## config.mk

```make
export PLATFORM = sky130hd
export DESIGN_NAME = emb_status_gen
export DESIGN_NICKNAME = d
export VERILOG_FILES = /design/src/rtl/sts_pkg.sv /design/src/rtl/sts_prot_timer.sv /design/src/rtl/sts_toggle.sv /design/src/rtl/sts_mode_dec.sv /design/src/rtl/emb_status_gen.sv
export SDC_FILE = /design/constraint.sdc
export NUM_CORES = 1
export LEC_CHECK = 0
export BUFFER_PORTS_ARGS = -buffer_cell sky130_fd_sc_hd__buf_2
export CORE_UTILIZATION = 52
export CTS_BUF_LIST = sky130_fd_sc_hd__clkbuf_2 sky130_fd_sc_hd__clkbuf_4 sky130_fd_sc_hd__clkbuf_8
export DETAILED_ROUTE_END_ITERATION = 6
export MAX_ROUTING_LAYER = met4
export PLACE_DENSITY = 0.83
export SKIP_LAST_GASP = 1
export SYNTH_ARGS = -nofsm -noshare
export SYNTH_HDL_FRONTEND = slang
export SYNTH_SLANG_ARGS = --single-unit
```

## constraint.sdc

```tcl
create_clock -name clk -period 2.9 [get_ports clk]
set_clock_uncertainty 0.2 [all_clocks]
set_input_delay 0 -clock clk [delete_from_list [all_inputs] [get_ports clk]]
set_output_delay 0 -clock clk [all_outputs]
set_load 0.1 [all_outputs]
```

## src/rtl/sts_pkg.sv

```systemverilog
package sts_pkg;

    typedef enum logic [1:0] {
        SM_READ = 2'd0,
        SM_BUSY = 2'd1,
        SM_SUSP = 2'd2
    } sts_mode_e;

    typedef struct packed {
        logic poll;    // bit 7
        logic tog_a;   // bit 6
        logic fault;   // bit 5
        logic ers_run; // bit 3
        logic tog_b;   // bit 2
    } sts_bits_t;

    function automatic logic [7:0] sts_merge(input sts_bits_t s, input logic [7:0] arr);
        return {s.poll, s.tog_a, s.fault, arr[4], s.ers_run, s.tog_b, arr[1:0]};
    endfunction

    function automatic int unsigned sts_max(input int unsigned a, input int unsigned b);
        return (a > b) ? a : b;
    endfunction

endpackage

```

## src/rtl/sts_prot_timer.sv

```systemverilog
module sts_prot_timer #(
    parameter int unsigned PROG_CYC  = 50,
    parameter int unsigned ERASE_CYC = 250
) (
    input  logic clk,
    input  logic rst,
    input  logic req,
    input  logic req_erase,
    input  logic blocked,
    output logic active,
    output logic kind_erase
);
    import sts_pkg::*;

    localparam int unsigned TOPV = sts_max(PROG_CYC, ERASE_CYC);
    localparam int unsigned CW   = $clog2(TOPV + 1);

    logic [CW-1:0] cnt;
    logic          kind_q;

    always_ff @(posedge clk) begin
        if (rst) begin
            cnt    <= '0;
            kind_q <= 1'b0;
        end else if (req && !blocked && (cnt == '0)) begin
            cnt    <= req_erase ? CW'(ERASE_CYC) : CW'(PROG_CYC);
            kind_q <= req_erase;
        end else if (cnt != '0) begin
            cnt <= cnt - 1'b1;
        end
    end

    assign active     = (cnt != '0);
    assign kind_erase = kind_q;
endmodule

```

## src/rtl/sts_toggle.sv

```systemverilog
module sts_toggle (
    input  logic clk,
    input  logic rst,
    input  logic adv_a,
    input  logic adv_b,
    output logic tog_a,
    output logic tog_b
);
    always_ff @(posedge clk) begin
        if (rst) begin
            tog_a <= 1'b0;
            tog_b <= 1'b0;
        end else begin
            if (adv_a) tog_a <= ~tog_a;
            if (adv_b) tog_b <= ~tog_b;
        end
    end
endmodule

```

## src/rtl/sts_mode_dec.sv

```systemverilog
module sts_mode_dec
    import sts_pkg::*;
(
    input  logic      alg_busy,
    input  logic      alg_erase,
    input  logic      alg_chip,
    input  logic      erase_open,
    input  logic      erase_held,
    input  logic      time_fault,
    input  logic      prog_bit7,
    input  logic      rd_stb,
    input  logic      rd_hit_erase,
    input  logic      prot_active,
    input  logic      prot_erase,
    input  logic      tog_a,
    input  logic      tog_b,
    output sts_mode_e mode,
    output logic      show,
    output sts_bits_t bits,
    output logic      adv_a,
    output logic      adv_b
);
    logic busy_any;
    logic eff_erase;
    logic b_sel;

    always_comb begin
        busy_any  = alg_busy | erase_open | time_fault | prot_active;
        eff_erase = prot_active ? prot_erase : (alg_erase | erase_open);

        if (erase_held)    mode = SM_SUSP;
        else if (busy_any) mode = SM_BUSY;
        else               mode = SM_READ;

        show  = (mode == SM_BUSY) | ((mode == SM_SUSP) & rd_hit_erase);
        bits  = '0;
        b_sel = 1'b0;

        unique case (mode)
            SM_BUSY: begin
                bits.poll    = eff_erase ? 1'b0 : ~prog_bit7;
                bits.tog_a   = tog_a;
                bits.fault   = time_fault;
                bits.ers_run = eff_erase & ~erase_open;
                bits.tog_b   = tog_b;
                b_sel        = eff_erase & ((alg_chip & ~time_fault) | rd_hit_erase);
            end
            SM_SUSP: begin
                bits.poll    = 1'b1;
                bits.tog_a   = tog_a;
                bits.fault   = 1'b0;
                bits.ers_run = 1'b1;
                bits.tog_b   = tog_b;
                b_sel        = rd_hit_erase;
            end
            default: begin
                bits  = '0;
                b_sel = 1'b0;
            end
        endcase

        adv_a = rd_stb & (mode == SM_BUSY);
        adv_b = rd_stb & b_sel;
    end
endmodule

```

## src/rtl/emb_status_gen.sv

```systemverilog
module emb_status_gen
    import sts_pkg::*;
#(
    parameter int unsigned PROT_PROG_CYC  = 50,
    parameter int unsigned PROT_ERASE_CYC = 250
) (
    input  logic       clk,
    input  logic       rst,
    input  logic       alg_busy,
    input  logic       alg_erase,
    input  logic       alg_chip,
    input  logic       erase_open,
    input  logic       erase_held,
    input  logic       time_fault,
    input  logic       prog_bit7,
    input  logic       rd_stb,
    input  logic       rd_hit_erase,
    input  logic       prot_req,
    input  logic       prot_req_erase,
    input  logic [7:0] arr_data,
    output logic [7:0] dq_out,
    output logic       rb_pull_low
);
    sts_mode_e mode;
    sts_bits_t bits;
    logic      show;
    logic      adv_a, adv_b;
    logic      tog_a, tog_b;
    logic      prot_active, prot_erase;
    logic      prot_blocked;

    assign prot_blocked = alg_busy | erase_open | erase_held | time_fault | prot_active;

    sts_prot_timer #(
        .PROG_CYC  (PROT_PROG_CYC),
        .ERASE_CYC (PROT_ERASE_CYC)
    ) u_ptim (
        .clk        (clk),
        .rst        (rst),
        .req        (prot_req),
        .req_erase  (prot_req_erase),
        .blocked    (prot_blocked),
        .active     (prot_active),
        .kind_erase (prot_erase)
    );

    sts_toggle u_tog (
        .clk   (clk),
        .rst   (rst),
        .adv_a (adv_a),
        .adv_b (adv_b),
        .tog_a (tog_a),
        .tog_b (tog_b)
    );

    sts_mode_dec u_dec (
        .alg_busy     (alg_busy),
        .alg_erase    (alg_erase),
        .alg_chip     (alg_chip),
        .erase_open   (erase_open),
        .erase_held   (erase_held),
        .time_fault   (time_fault),
        .prog_bit7    (prog_bit7),
        .rd_stb       (rd_stb),
        .rd_hit_erase (rd_hit_erase),
        .prot_active  (prot_active),
        .prot_erase   (prot_erase),
        .tog_a        (tog_a),
        .tog_b        (tog_b),
        .mode         (mode),
        .show         (show),
        .bits         (bits),
        .adv_a        (adv_a),
        .adv_b        (adv_b)
    );

    assign dq_out      = show ? sts_merge(bits, arr_data) : arr_data;
    assign rb_pull_low = (mode == SM_BUSY);
endmodule

```

# [Yosys cells after proc, flatten, opt, wreduce, memory -nomap -nowiden]
# Index checks and enable logic that the tools add are counted.
[op_classes] addsub=1 shifts=0 div=0 eq_ne=2 n_reduce_logical=6 mul=0 mux=10 bitwise_logic=20 magnitude_cmp=0
[ops] operator="$mux W8" count=4
[ops] operator="$pmux W5 S2" count=1
[ops] operator="$or A1 B1 Y1" count=9
[ops] operator="$logic_not A8 Y1" count=1
[ops] operator="$reduce_bool A8 Y1" count=1
[ops] operator="$sub A8 B1 Y8 const B" count=1
[ops] operator="$and A1 B1 Y1" count=6
[ops] operator="$not A1 Y1" count=5
[ops] operator="$mux W1" count=3
[ops] operator="$eq A2 B1 Y1 const B" count=1
[ops] operator="$eq A2 B2 Y1 const B" count=1
[ops] operator="$logic_and A1 B1 Y1" count=2
[ops] operator="$mux W2" count=1
[ops] operator="$pmux W1 S2" count=1
[ops] operator="$reduce_bool A2 Y1" count=1
[ops] operator="$logic_not A1 Y1" count=1
[totals] out_inout_bits=9 wordCells=43 reg_bits=11 romBits=0 mem_bits_rw=0 mem_count=0 latchBits=0

# [Depth between registers and ports, before layout]
# Gate-level depths: netlist of the first run.
[logic_depth] word_depth=9 ltp_mapped=7

# [Modules after synthesis]
# From an unflattened synthesis of the first run, not the netlist that was laid out.
[hier_totals] cells_unflattened=95 hier_area_um2=828.3
[by_module_without_submodules] module="sts_prot_timer" n_inst=1 seq_area_each_um2=180.2 cells_per_inst=55 area_per_inst_um2=508.0
[by_module_without_submodules] module="sts_mode_dec" n_inst=1 seq_area_each_um2=0.0 cells_per_inst=22 area_per_inst_um2=157.7
[by_module_without_submodules] module="emb_status_gen" n_inst=1 seq_area_each_um2=0.0 cells_per_inst=12 area_per_inst_um2=97.6
[by_module_without_submodules] module="sts_toggle" n_inst=1 seq_area_each_um2=40.0 cells_per_inst=6 area_per_inst_um2=65.1

# [Worst setup path before layout of the first run]
# OpenSTA, ideal clock, no wires.
[synth_path] path_kind="reg2out" from="register u_ptim.cnt[0]" to="output port dq_out[3]" arrival_ns=4.192 stages_incl_launch_ff=7 required_ns=2.700 path_slack_ns=-1.492 cell_sequence="dfxtp_1 inv_1 ha_1 nor4b_4 a31oi_1 nand2_1 o22ai_1"
[synth_via] word_cells_on_any_way=12
[synth_lines] element="start: declaration" line="sts_prot_timer.sv:18" rtl="logic [CW-1:0] cnt;"
[synth_lines] element="start signal: assignment" line="sts_prot_timer.sv:26" rtl="cnt <= req_erase ? CW'(ERASE_CYC) : CW'(PROG_CYC);"
[synth_lines] element="start signal: assignment" line="sts_prot_timer.sv:29" rtl="cnt <= cnt - 1'b1;"
[synth_lines] element="$reduce_bool A8 Y1 *" line="sts_prot_timer.sv:33" rtl="assign active = (cnt != '0);"
[synth_lines] element="$or A1 B1 Y1 *" line="sts_mode_dec.sv:28" rtl="busy_any = alg_busy | erase_open | time_fault | prot_active;"
[synth_lines] element="$mux W1 *" line="sts_mode_dec.sv:32" rtl="else if (busy_any) mode = SM_BUSY;"
[synth_lines] element="$mux W2 *" line="sts_mode_dec.sv:31" rtl="if (erase_held) mode = SM_SUSP;"
[synth_lines] element="$eq A2 B1 Y1 *"
[synth_lines] element="named net rb_pull_low" line="emb_status_gen.sv:22" rtl="output logic rb_pull_low"
[synth_lines] element="$pmux W5 S2 / $or A1 B1 Y1 (equally long branches)" line="sts_mode_dec.sv:39, sts_mode_dec.sv:35"
[synth_lines] element="$mux W8 *" line="emb_status_gen.sv:77" rtl="assign dq_out = show ? sts_merge(bits, arr_data) : arr_data;"
[synth_lines] element="end: declaration" line="emb_status_gen.sv:21" rtl="output logic [7:0] dq_out,"
# Mark *: on every way through the listed nets, which the timed path passes. The rest lies on a longest branch.

# [Worst setup path after layout of the first run]
[layout_path] from="register u_ptim.cnt[1]" to="output port dq_out[6]"
[layout_via] elab_chain_len=8 word_cells_on_any_way=10
[layout_lines] element="$reduce_bool A8 Y1 *" line="sts_prot_timer.sv:33"
[layout_lines] element="$or A1 B1 Y1 *" line="sts_mode_dec.sv:28"
[layout_lines] element="$mux W1 *" line="sts_mode_dec.sv:32"
[layout_lines] element="$mux W2 *" line="sts_mode_dec.sv:31"
[layout_lines] element="$eq A2 B2 Y1" line="sts_mode_dec.sv:35, sts_mode_dec.sv:39"
[layout_lines] element="$and A1 B1 Y1" line="sts_mode_dec.sv:35" rtl="show = (mode == SM_BUSY) | ((mode == SM_SUSP) & rd_hit_erase);"
[layout_lines] element="$or A1 B1 Y1" line="sts_mode_dec.sv:35"
[layout_lines] element="$mux W8 *" line="emb_status_gen.sv:77"
# Mark *: on every way between the ends. The rest lies on a longest branch, timed or not.

==> results of run 1 <==
[registers in the layout, summed over array words and instances (netlist names)]
name               flops
u_ptim.cnt             8
u_ptim.kind_erase      1
u_tog.tog_a            1
u_tog.tog_b            1
[routing by layer]
layer	vias up	share of wire (%)	track usage, %
met5	-	0	-
met1	325	44	31.7
met3	2	5.5	8.67
li1	358	-	-
met4	0	0.24	10.3
met2	28	50	49.2
[power breakdown]
group	internal, mW	switching [mW]	leakage [nW]	total, mW
registers	0.203	0.0647	0.0908	0.268
logic	0.189	0.335	0.319	0.524
clock network	0.0626	0.0488	0.0184	0.111
total	0.454	0.449	0.428	0.903
[logic make-up after synthesis]
logic type | count (synthesis) | synth area share [%]
compound gates | 22 | 22.6
fa+ha+maj | 2 | 3.56
buf+inv | 8 | 5.88
flops | 11 | 31.4
xor+xnor | 3 | 3.74
simple gates | 30 | 24.6
mux | 5 | 8.20
[tightest hold or removal path: stages]
cell and delay (ps):
buf_2 110, and3_1 170, a41oi_2 50, mux2_4 190
[area by class of cell]
| class | instances | area, um^2 |
|---|---|---|
| Tap cell | 14 | 17.5 |
| Multi-Input combinational cell | 62 | 457 |
| Fill cell | 94 | 251 |
| Sequential cell | 11 | 220 |
| Timing Repair Buffer | 31 | 195 |
| Inverter | 4 | 15.0 |
| Clock buffer | 4 | 30.0 |
[synth_stat cells (2+ instances only)]
master / count
nand2_1: 5
nand3_1: 2
mux2_2: 2
a211oi_1: 2
dfxtp_1: 11
inv_1: 4
ha_1: 2
and3_1: 2
xnor2_1: 2
nor2_1: 9
nor3_1: 4
mux2i_1: 2
o21ai_0: 2
a21oi_1: 7
buf_4: 3
[path summary, 6_finish.rpt]
| path | endpoint | slack [ps] |
|---|---|---|
| worst max-delay path | dq_out[6] | 220 |
| worst min-delay path | u_tog.tog_b | 70 |
| worst max register to register | u_tog.tog_a | 420 |
| worst min register to register | u_ptim.cnt[0] | 330 |
[through the flow]
| step | setup WS [ps] | hold slack [ps] | setup TNS (ps) | cell area [um^2] |
|---|---|---|---|---|
| after floorplan | -213 | -56.1 | -213 | 718 |
| after global placement | 610 | -199 | 0 | 825 |
| after detailed placement | 542 | -199 | 0 | 825 |
| after CTS | 245 | 67.1 | 0 | 935 |
| after global routing | 9.61 | 68.0 | 0 | 935 |
| final | 221 | 68.7 | 0 | 935 |
[what timing repair did]
| action | CTS | global route |
|---|---|---|
| hold buffers | 8 | 0 |
| gates resized for setup | 0 | 0 |
| hold endpoints to repair | 14 | 0 |
==> summary.txt, run 1 <==
Power, Total: 0.903 mW
min cycle time layout: 2680 ps
Die Ht: 38.7 um
Post-synth EDFFs: 0
Crit. path cell count: 7
Setup Viol. Count Final: 0
DR vias: 713
most common cell after layout, fill and taps aside: buf_2
initial antenna violation count: 0
CP delay by family, top: multiplexers
Synth cell types: 37
R2R Path Start: u_ptim.cnt[1]
TritonCTS buffer count: 3
post-synthesis average cell area: 8.67 um^2
num rows: 12
largest area contributor in the netlist: dfxtp_1
Static Leak: 0.428 nW
starting density of the core: 59.2%
WP buf/inv: 2
worst-path cell chain: inv_1, ha_1, nor4b_4, nand3_1, mux2i_1, mux2_2, buf_2
wire length of the first global-routing pass: 2820 um
gr usage total: 28.9%
diodes inserted: 0
Vias/cell: 5.66
total clock sinks: 11
period utilization: 92.4%
ys flop type: dfxtp_1
RSZ-0062 raised after global routing: false
GRT overflow: 0
die width: 38.7 um
worst r2r path cells: 8
fraction of registers with async set/reset: 0%
CTS tree: built
CTS H-Tree Depth: 1
Finished Layout Cells: 126
critical path class: flip-flop to output port
Post-Syn Nets: 104
Root Driver: clkbuf_4
Util after Layout: 78.8%
Buffers on Ports: 23
Worst Path Arrival: 2480 ps
Routed WL: 1670 um
total iterations of the first detailed-routing run: 4
Starting DRT DRC Count: 9
Area growth syn-to-layout: 33.2%
Setup Buffers After CTS: 0
Worst path slowest cell: nor4b_4
routability cong.: 0.742
Fmax: 373 MHz
Worst Hold Depth: 4
normalized max-slew margin: 34.2%
largest net degree at the start of global routing: 13
clock latency on the worst-skew pair: 270 ps
slew of the pin with the lowest slew margin: 984 ps
Synth Warn #: 0
I/O pin total: 30
die area: 1500 um^2
worst path required time: 2700 ps
WL/cell: 13.3 um
hold_sp: rd_hit_erase
final net count: 136
dpl hpwl: 1240 um
crit path max fanout: 8
Crit path largest cell delay: 430 ps
critical path endpoint category: output port
Worst Setup SP: u_ptim.cnt[1]
ANT nets after route: 0
cell count after placement: 114
DR DRC count: 0
Final Hold Viols: 0
CTS Buffer Depth: 2
core region area: 1190 um^2
nature of the critical path startpoint: flip-flop
Yosys reg bits: 11
sequential-to-total area share from yosys stat: 31.4%
Mapped Cells: 81
class of the worst hold path: primary input to flip-flop
top post-synthesis cells by area: dfxtp_1, a21oi_1, nor2_1, ha_1, nor4b_4
Worst-path clk slew: 70 ps
status: complete, no violations
layout cells sized above 1: 33.9%
Synth top area share: 31.4%
vias in the first global route: 685
Syn Std Cell Area: 702 um^2
Slew Limit Fails: 0
most frequent cells in the layout: buf_2, dfxtp_1, nor2_1
peak supply drop: 0.588 mV
Cell Pwr Density: 967 nW/um^2
max cap viols: 0
No activity file was read; power rests on OpenSTA's default activity.
==> inputs of run 2 (changes only) <==
--- a/config.mk
+++ b/config.mk
@@ -6,7 +6,9 @@
 export NUM_CORES = 1
 export LEC_CHECK = 0
 export BUFFER_PORTS_ARGS = -buffer_cell sky130_fd_sc_hd__buf_2
-export CORE_UTILIZATION = 52
+export CELL_PAD_IN_SITES_DETAIL_PLACEMENT = 0
+export CELL_PAD_IN_SITES_GLOBAL_PLACEMENT = 2
+export CORE_UTILIZATION = 29
 export CTS_BUF_LIST = sky130_fd_sc_hd__clkbuf_2 sky130_fd_sc_hd__clkbuf_4 sky130_fd_sc_hd__clkbuf_8
 export DETAILED_ROUTE_END_ITERATION = 6
 export MAX_ROUTING_LAYER = met4
==> run 2 against run 1 <==
  * Flip-flop and latch count unchanged
  * Via count down 2.2%
  * Sequential power down 2%
  * Hold slack worse by 5.5 ps
  * Maximum frequency up 1.0%
  * Power down 0.92%
  * Core utilization down 37 points
  * Combinational power down 1%
  * Non-clock buffer count unchanged
  * Die area up 75%
  * Sequential share of layout area down 0.43 points
  * Final cell count up 11%
==> summary.txt, run 2 (synthesized netlist as in run 1, its figures left out) <==
status: complete, no violations
Setup Viol. Count Final: 0
DR DRC count: 0
worst path required time: 2700 ps
CTS tree: built
die area: 2620 um^2
final net count: 136
Slew Limit Fails: 0
Power, Total: 0.895 mW
Worst Path Arrival: 2450 ps
Worst Hold End: u_tog.tog_b
r2r endpoint: u_tog.tog_a
hold_sp: rd_hit_erase
most common cell after layout, fill and taps aside: buf_2
crit path max fanout: 8
Cell Pwr Density: 940 nW/um^2
num rows: 17
I/O pin total: 30
layout cells sized above 1: 33.9%
met2 Usage GRT: 21.9%
critical path class: flip-flop to output port
vias in the first global route: 613
gr usage total: 13.3%
CTS H-Tree Depth: 1
Static Leak: 0.428 nW
Setup Buffers After CTS: 0
Area growth syn-to-layout: 35.7%
dpl hpwl: 1210 um
grt met3 use: 2.08%
WL/cell: 11.5 um
routing usage on met1: 16.5%
R2R Path Start: u_ptim.cnt[0]
setup_tns: 0 ps
Buffers on Ports: 23
total iterations of the first detailed-routing run: 4
period utilization: 91.4%
Worst-path clk slew: 70 ps
Worst Hold Depth: 4
sw frac: 49.2%
peak supply drop: 0.522 mV
Fmax: 377 MHz
nature of the critical path startpoint: flip-flop
CTS Buffer Depth: 2
die width: 51.2 um
fillers: 240
TritonCTS buffer count: 3
diodes inserted: 0
Root Driver: clkbuf_4
core region area: 2250 um^2
RSZ-0062 raised after global routing: false
min cycle time layout: 2650 ps
most frequent cells in the layout: buf_2, dfxtp_1, nor2_1
cts hold-fix bufs: 8
starting density of the core: 31.1%
routability cong.: 0.740
Vias/cell: 4.98
GRT overflow: 0
total clock sinks: 11
largest net degree at the start of global routing: 13
normalized max-slew margin: 35.3%
Top reg by flops: u_ptim.cnt
share of total power in sequential cells: 29.4%
Gate power share: 57.7%
wire length of the first global-routing pass: 2620 um
Clk pwr share: 12.9%
critical path endpoint category: output port
max cap viols: 0
Starting DRT DRC Count: 3
class of the worst hold path: primary input to flip-flop
Die Ht: 51.2 um
initial antenna violation count: 0
sequential cell area: 220 um^2
most used routing layer: met2
Finished Layout Cells: 140
Routed WL: 1610 um
slew of the pin with the lowest slew margin: 968 ps
Hold WS: 63.2 ps
worst r2r path cells: 8
reg2reg setup slack: 390 ps
Multi-input gate area: 457 um^2
max reg flops: 8
cell count after placement: 128
Pint: 0.454 mW
ANT nets after route: 0
Final Hold Viols: 0
Psw: 0.441 mW
# resized after CTS: 0
clock latency on the worst-skew pair: 260 ps
Util after Layout: 42.2%
DR vias: 697
run 2: how the worst max path moves through the flow:
stage                  startpoint   endpoint  depth (start not counted)
floorplan           u_ptim.cnt[0]  dq_out[3]                          6
global placement    u_ptim.cnt[0]  dq_out[6]                          7
detailed placement  u_ptim.cnt[0]  dq_out[2]                          7
CTS                 u_ptim.cnt[0]  dq_out[2]                          7
global route        u_ptim.cnt[1]  dq_out[6]                          7
finish              u_ptim.cnt[0]  dq_out[6]                          7
run 2: layout make-up:
cell class                      count  area share [%]
Multi-Input combinational cell     62            48.0
Inverter                            4            1.58
Clock buffer                        4            3.15
Timing Repair Buffer               31            20.5
Sequential cell                    11            23.1
Tap cell                           28            3.68
run 2: through the flow:
stage               area, um^2  worst slack, ps
detailed placement         842              532
finish                     952              248
floorplan                  718             -213
CTS                        952              228
global placement           842              575
global route               952             86.7
run 2: worst max-delay path, cell delays in order (launching register included):
cell	delay, ps
dfxtp_1	330
inv_1	100
ha_1	160
nor4b_4	450
nand3_1	130
mux2i_1	350
mux2_2	380
buf_2	290
run 2: per-layer routing:
layer	vias to the layer above	share of wire [%]
met5	-	0
met4	0	0.12
met3	2	6.8
met2	31	45
met1	304	48
li1	360	-
run 2: power by group through the flow:
stage	Clock (mW)	Sequential, mW	Combinational [mW]
floorplan	0	0.253	0.432
global placement	0	0.265	0.489
detailed placement	0	0.266	0.492
CTS	0.117	0.262	0.521
global route	0.125	0.272	0.564
finish	0.116	0.263	0.517
==> inputs of run 3 (changes only) <==
==> constraint.sdc (replaced) <==
create_clock -name clk -period 2.9 [get_ports clk]
set_clock_uncertainty 0.2 [all_clocks]
set_input_delay 0.29 -clock clk [delete_from_list [all_inputs] [get_ports clk]]
set_output_delay 0.29 -clock clk [all_outputs]
set_load 0.1 [all_outputs]
==> run 3 against run 2 <==
  * Setup slack got worse by 64 ps
  * Register-to-register slack gained 420 ps
  * Routed wire length is 4.4% lower
  * Largest cell class unchanged
  * Highest routed layer unchanged
==> summary.txt, run 3 (synthesized netlist as in run 1, its figures left out) <==
die area: 2620 um^2
critical path endpoint category: output port
WL/cell: 11.5 um
TritonCTS buffer count: 3
Finished Layout Cells: 134
Top reg by flops: u_ptim.cnt
Starting DRT DRC Count: 21
I/O pin total: 30
num rows: 17
Static Leak: 0.401 nW
Util after Layout: 39.7%
Fmax: 368 MHz
status: complete, no violations
sw frac: 47.8%
Hold WS: 92.4 ps
Die Ht: 51.2 um
Setup Buffers After CTS: 0
most common cell after layout, fill and taps aside: buf_2
Clk pwr share: 13.0%
Pint: 0.473 mW
Worst-path clk slew: 80 ps
Worst Path Arrival: 2230 ps
CTS tree: built
clock latency on the worst-skew pair: 270 ps
max cap viols: 0
Cell Pwr Density: 1010 nW/um^2
starting density of the core: 31.1%
diodes inserted: 0
# resized after CTS: 0
DR vias: 674
RSZ-0062 raised after global routing: false
GRT overflow: 0
critical path class: flip-flop to output port
vias in the first global route: 619
cts hold-fix bufs: 0
ANT nets after route: 0
Routed WL: 1540 um
Final Hold Viols: 0
dpl hpwl: 1190 um
most frequent cells in the layout: buf_2, dfxtp_1, nor2_1
largest net degree at the start of global routing: 13
PnR worst setup slack: 184 ps
peak supply drop: 0.459 mV
worst path required time: 2410 ps
Root Driver: clkbuf_4
min cycle time layout: 2720 ps
wire length of the first global-routing pass: 2640 um
share of total power in sequential cells: 29.0%
slew of the pin with the lowest slew margin: 466 ps
initial antenna violation count: 0
layout cells sized above 1: 37.7%
Vias/cell: 5.03
period utilization: 93.6%
nature of the critical path startpoint: flip-flop
Gate power share: 58.0%
CTS H-Tree Depth: 1
normalized max-slew margin: 68.7%
gr usage total: 13.9%
max reg flops: 8
Area growth syn-to-layout: 27.6%
final net count: 130
die width: 51.2 um
Buffers on Ports: 23
total clock sinks: 11
crit path max fanout: 7
pre-CTS setup slack: 398 ps
core region area: 2250 um^2
CTS Buffer Depth: 2
Power, Total: 0.906 mW
Setup Viol. Count Final: 0
routability cong.: 0.801
Slew Limit Fails: 0
DR DRC count: 0
cell count after placement: 130
total iterations of the first detailed-routing run: 4
class of the worst hold path: primary input to flip-flop
Psw: 0.433 mW
[run 3: changes by cell type in the layout (fill, tap and decap cells not counted)]
| cell | change |
|---|---|
| a31oi_2 | -1 |
| a31oi_4 | +1 |
| buf_4 | +2 |
| dlygate4sd3_1 | -8 |
| o21ai_0 | -1 |
| o21ai_1 | +1 |
[run 3: path summary, 6_finish.rpt]
check / from / end / slack, ps / cells after the start
max: u_ptim.cnt[0] / dq_out[3] / 180 / 9
max reg2reg: u_ptim.cnt[0] / u_tog.tog_b / 810 / 8
min reg2reg: u_tog.tog_a / u_tog.tog_a / 320 / 2
min: prot_req_erase / u_ptim.kind_erase / 90 / 3
[run 3: worst max-delay path: stages (launching register included)]
cell     delay, ps
dfxtp_1        330
inv_1          100
ha_1           170
nor4b_4        210
buf_4          210
a21oi_2         70
a31oi_2        230
nand2_1        100
o22ai_2        110
buf_2          440
[run 3: metal layers]
layer,share of wire [%],GRT usage [%],wire length (um),up-vias
li1,-,-,-,346
met1,47,16.0,719,307
met2,46,22.8,709,19
met3,6.2,2.08,95,2
met4,0.91,8.33,14,0
met5,0,-,0,-
[run 3: layout make-up]
cell class              count  area [um^2]
inverters                   4         15.0
clock buffers               4         30.0
well taps                  28         35.0
repair buffers             25          130
fillers                   244         1360
multi-input cells          62          465
flip-flops and latches     11          220
[run 3: power by group through the flow]
stage	Combinational [mW]	Clock, mW	Sequential, mW
floorplan	0.441	0	0.253
global placement	0.531	0	0.265
detailed placement	0.531	0	0.265
CTS	0.535	0.122	0.262
global route	0.582	0.128	0.272
finish	0.526	0.118	0.263
[run 3: metrics by stage]
step	cell area (um^2)	setup TNS, ps
3_3_place_gp	866	0
3_5_place_dp	866	0
5_1_grt	896	0
4_1_cts	896	0
2_1_floorplan	727	-71.7
6_report	896	0
